===== src/rtl/alu32_pkg.sv =====
package alu32_pkg;

    typedef enum logic [2:0] {
        K_AND  = 3'd0,
        K_OR   = 3'd1,
        K_ADD  = 3'd2,
        K_SUB  = 3'd3,
        K_SLT  = 3'd4,
        K_NONE = 3'd5
    } alu_kind_e;

    localparam int CTRL_W = 4;

endpackage


===== src/rtl/alu32_ctrl_decode.sv =====
module alu32_ctrl_decode
    import alu32_pkg::*;
(
    input  logic [CTRL_W-1:0] ctrl,
    output alu_kind_e         kind,
    output logic              b_inv,
    output logic              c_in
);

    always_comb begin
        unique case (ctrl)
            4'b0000: kind = K_AND;
            4'b0001: kind = K_OR;
            4'b0010: kind = K_ADD;
            4'b1110: kind = K_SUB;
            4'b1111: kind = K_SLT;
            default: kind = K_NONE;
        endcase
    end

    // The upper two bits steer the slices directly; for unused codes the
    // output stage discards whatever the slices compute.
    assign b_inv = ctrl[3];
    assign c_in  = ctrl[2];

endmodule


===== src/rtl/alu32_bit_slice.sv =====
module alu32_bit_slice (
    input  logic a,
    input  logic b,
    input  logic b_inv,
    input  logic cin,
    output logic and_o,
    output logic or_o,
    output logic sum_o,
    output logic cout
);

    logic b_eff;

    assign b_eff = b ^ b_inv;
    assign and_o = a & b;
    assign or_o  = a | b;
    assign sum_o = a ^ b_eff ^ cin;
    assign cout  = (a & b_eff) | (a & cin) | (b_eff & cin);

endmodule


===== src/rtl/alu32_result_sel.sv =====
module alu32_result_sel
    import alu32_pkg::*;
#(
    parameter int WIDTH = 32
) (
    input  alu_kind_e        kind,
    input  logic [WIDTH-1:0] and_v,
    input  logic [WIDTH-1:0] or_v,
    input  logic [WIDTH-1:0] sum_v,
    input  logic             less,
    input  logic             ovf_raw,
    output logic [WIDTH-1:0] result,
    output logic             ovf
);

    always_comb begin
        result = '0;
        ovf    = 1'b0;
        unique case (kind)
            K_AND: result = and_v;
            K_OR:  result = or_v;
            K_ADD: begin
                result = sum_v;
                ovf    = ovf_raw;
            end
            K_SUB: begin
                result = sum_v;
                ovf    = ovf_raw;
            end
            K_SLT: result[0] = less;
            K_NONE: result = '0;
            default: result = '0;
        endcase
    end

endmodule


===== src/rtl/alu32_sliced.sv =====
module alu32_sliced
    import alu32_pkg::*;
#(
    parameter int WIDTH = 32
) (
    input  logic [WIDTH-1:0]  a_in,
    input  logic [WIDTH-1:0]  b_in,
    input  logic [CTRL_W-1:0] ctrl,
    output logic [WIDTH-1:0]  result,
    output logic              zero,
    output logic              ovf
);

    localparam int MSB = WIDTH - 1;

    alu_kind_e        kind;
    logic             b_inv;
    logic             c_in;
    logic [WIDTH:0]   carry;
    logic [WIDTH-1:0] and_v;
    logic [WIDTH-1:0] or_v;
    logic [WIDTH-1:0] sum_v;
    logic             ovf_raw;
    logic             less;

    alu32_ctrl_decode u_dec (
        .ctrl  (ctrl),
        .kind  (kind),
        .b_inv (b_inv),
        .c_in  (c_in)
    );

    assign carry[0] = c_in;

    for (genvar i = 0; i < WIDTH; i++) begin : g_slice
        alu32_bit_slice u_slice (
            .a     (a_in[i]),
            .b     (b_in[i]),
            .b_inv (b_inv),
            .cin   (carry[i]),
            .and_o (and_v[i]),
            .or_o  (or_v[i]),
            .sum_o (sum_v[i]),
            .cout  (carry[i+1])
        );
    end

    // Signed overflow: carry into the sign slice disagrees with carry out.
    assign ovf_raw = carry[WIDTH] ^ carry[MSB];
    // True signed less-than: sign of the difference corrected by overflow.
    assign less    = sum_v[MSB] ^ ovf_raw;

    alu32_result_sel #(.WIDTH(WIDTH)) u_sel (
        .kind    (kind),
        .and_v   (and_v),
        .or_v    (or_v),
        .sum_v   (sum_v),
        .less    (less),
        .ovf_raw (ovf_raw),
        .result  (result),
        .ovf     (ovf)
    );

    assign zero = ~|result;

endmodule


===== config.mk =====
export PLATFORM = sky130hd
export DESIGN_NAME = alu32_sliced
export DESIGN_NICKNAME = d
export VERILOG_FILES = /design/src/rtl/alu32_pkg.sv /design/src/rtl/alu32_ctrl_decode.sv /design/src/rtl/alu32_bit_slice.sv /design/src/rtl/alu32_result_sel.sv /design/src/rtl/alu32_sliced.sv
export SDC_FILE = /design/constraint.sdc
export NUM_CORES = 1
export LEC_CHECK = 0
export BUFFER_PORTS_ARGS = -buffer_cell sky130_fd_sc_hd__buf_4
export CAP_MARGIN = 5
export CORE_UTILIZATION = 40
export DETAILED_ROUTE_END_ITERATION = 7
export MAX_ROUTING_LAYER = met4
export PLACE_DENSITY = 0.73
export SYNTH_ARGS = -nofsm -noshare
export SYNTH_HDL_FRONTEND = slang
export SYNTH_SLANG_ARGS = --single-unit

===== constraint.sdc =====
create_clock -name vclk -period 39.7
set_input_delay 5.955 -clock vclk [all_inputs]
set_output_delay 5.955 -clock vclk [all_outputs]
set_load 0.1 [all_outputs]

==> qor.yml <==
floorplanning:
  fp-row-count: 25
  start_util_pct: 42.4
  boundaryPins: 102
  die_h_um: 73.7
  fp.dieW_um: 73.7
  core-area_sq_um: 4850
  dieArea_sq_um: 5430
placed_design:
  gp_congestion: 0.833
  hpwl_um: 5350
  port_buffers: 102
  place_ws_ps: 12270
cells_and_area:
  layout_commonest_cell: "buf_4"
  clkbuf_count: 0
  design.seq.count: 0
  drive_gt1_share_pct: 34.9
  antenna-diode-count: 0
  final_cell_mix: "buf_4 (103), fa_1 (33), maj3_1 (32)"
  fin_nets: 407
  syn_to_final_growth_pct: 38.6
  seq_area_sq_um: 0
worst_setup_path:
  arrival_ps: 21490
  cp_common_cell: "fa_1"
  endpoint_kind: "output pin"
  max_stage_delay_ps: 470
  cpMaxStageDelayCell: "or4b_1"
  worstSetupPathType: "in -> out"
  start_kind: "primary input"
  path_max_fanout: 35
  crit_required_ps: 33740
  critical_path_buf_inv_count: 6
  cp_top_family: "adder cells"
hold_path:
  min_to: "result[0]"
  holdCritStartpoint: "ctrl[1]"
  hp-class: "in -> out"
  hold_depth: 4
logic_synthesis:
  synth_top_family_by_area: "adder cells"
  netlist_instances: 216
  yosysUniqueCellTypes: 28
  synth_area_per_cell_sq_um: 9.52
  synth_xor_area_share_pct: 14.5
  yosysWarnings: 0
  synthSimpleGateAreaFrac_pct: 10.5
  yosysSeqAreaShare_pct: 0
  synth_nets: 317
  netlist_area_sq_um: 2060
  muxShareOfSynthArea_pct: 0
  synth-adder-area-share_pct: 47.7
  synth_compound_area_share_pct: 22.0
sta:
  clock.fmax_mhz: 36.4
  drv_slew: 0
  worstMarginPinSlew_ps: 1100
  setup_viol: 0
  hold_viol_final: 0
  finalCritPeriodShare_pct: 69.1
  rsz0062_at_grt: "false"
  period_minus_slack_ps: 27450
  maxSlewHeadroom_pct: 26.0
  setup_tns_ps: 0
  layout_setup_ws_ps: 12250
power_and_ir_drop:
  p_leak_nw: 1.19
  clkPwrFrac_pct: 0
  ir_worst_vdd_v: 0.0000121
  seq_power_share_pct: 0
  switchingPower_w: 0.0000469
  power.internal_w: 0.0000242
  comb_power_share_pct: 100.0
  netSwitchingFraction_pct: 66.0
  cellPowerDensity_nw_per_um2: 24.9
grt:
  grt_max_degree: 49
  grt_pass1_vias: 2033
  track_usage_pct: 24.4
  grt_pass1_wl_um: 9900
  grt_antenna_before_repair: 0
  grt.overflow.total: 0
run_status:
  outcome: "complete, no violations"
clock_network:
  hold_buffers: 0
  cts_setup_buffers: 0
  cts_resized: 0
route:
  viasPerCell: 5.78
  dr.pass1.iters: 4
  wl_per_cell_um: 17.6
  vias: 2144
  ant_nets: 0
  first_iter_violations: 112
  drc_errors: 0
  wl_um: 6520
job:
  drv_cap: 0
==> power by group through the flow <==
stage	combinational (W)	sequential, W	clock [W]
global route	0.0000754	0	0
global placement	0.0000701	0	0
floorplan	0.0000492	0	0
finish	0.0000711	0	0
CTS	0.0000711	0	0
detailed placement	0.0000709	0	0
==> synthesized netlist by cell type <==
| master | number | share of area [%] |
|---|---|---|
| a211oi_2 | 1 | 0.61 |
| a21oi_1 | 1 | 0.24 |
| a221oi_1 | 13 | 5.5 |
| a22o_1 | 28 | 12 |
| and2_4 | 1 | 0.43 |
| and4_1 | 1 | 0.43 |
| buf_1 | 3 | 0.55 |
| buf_4 | 1 | 0.37 |
| buf_6 | 1 | 0.55 |
| clkbuf_1 | 10 | 1.8 |
| fa_1 | 33 | 32 |
| inv_1 | 11 | 2.0 |
| maj3_1 | 32 | 16 |
| nand2_1 | 4 | 0.73 |
| nand3_1 | 1 | 0.24 |
| nand4_1 | 1 | 0.30 |
| nor2_1 | 4 | 0.73 |
| nor2b_1 | 1 | 0.30 |
| nor3_1 | 1 | 0.24 |
| nor4_1 | 19 | 5.8 |
| nor4b_1 | 2 | 0.85 |
| o2111ai_1 | 1 | 0.43 |
| o21ai_0 | 4 | 0.97 |
| o22ai_1 | 6 | 1.8 |
| o2bb2ai_1 | 1 | 0.43 |
| or4b_1 | 1 | 0.49 |
| xnor2_1 | 4 | 1.7 |
| xor2_1 | 30 | 13 |
==> worst max path at each step <==
stage               startpoint    to  slack [ps]  depth (start not counted)
floorplan              ctrl[3]  zero       11120                         43
global placement       ctrl[3]  zero       12500                         44
detailed placement     ctrl[3]  zero       12270                         44
CTS                    ctrl[3]  zero       12170                         44
global route           ctrl[3]  zero       11600                         44
finish                 ctrl[3]  zero       12250                         44
==> logic make-up after synthesis <==
logic type	count (synthesis)
compound gates	55
fa+ha+maj	65
xor+xnor	34
simple gates	36
buf+inv	26
==> tightest hold or removal path, delay by kind of cell <==
kind / cells / cell delay (ps)
buffers and inverters: 3 / 430
AOI/OAI and AO/OA: 1 / 150
==> layout make-up <==
type               instances  area (sq um)
well taps                 67          83.8
multi-input cells        190          1950
inverters                 11          41.3
repair buffers           103           773
fillers                  467          2000
==> routing by layer <==
metal / GRT usage, % / share of wire (%)
met1: 34.7 / 45
met2: 40.8 / 49
met3: 0.823 / 5.6
met4: 1.28 / 0.43
met5: - / 0
==> through the flow <==
stage          hold slack (ps)  cell area (sq um)  power (W)  util [%]  instances
2_1_floorplan            12400               2060  0.0000492         -        216
3_3_place_gp             12480               2850  0.0000701      58.8        371
3_5_place_dp             12480               2850  0.0000709      58.8        371
4_1_cts                  12490               2850  0.0000711      58.8        371
5_1_grt                  12550               2850  0.0000754      58.8        371
6_report                 12500               2850  0.0000711      58.8        371
No activity file was read; power rests on OpenSTA's default activity.
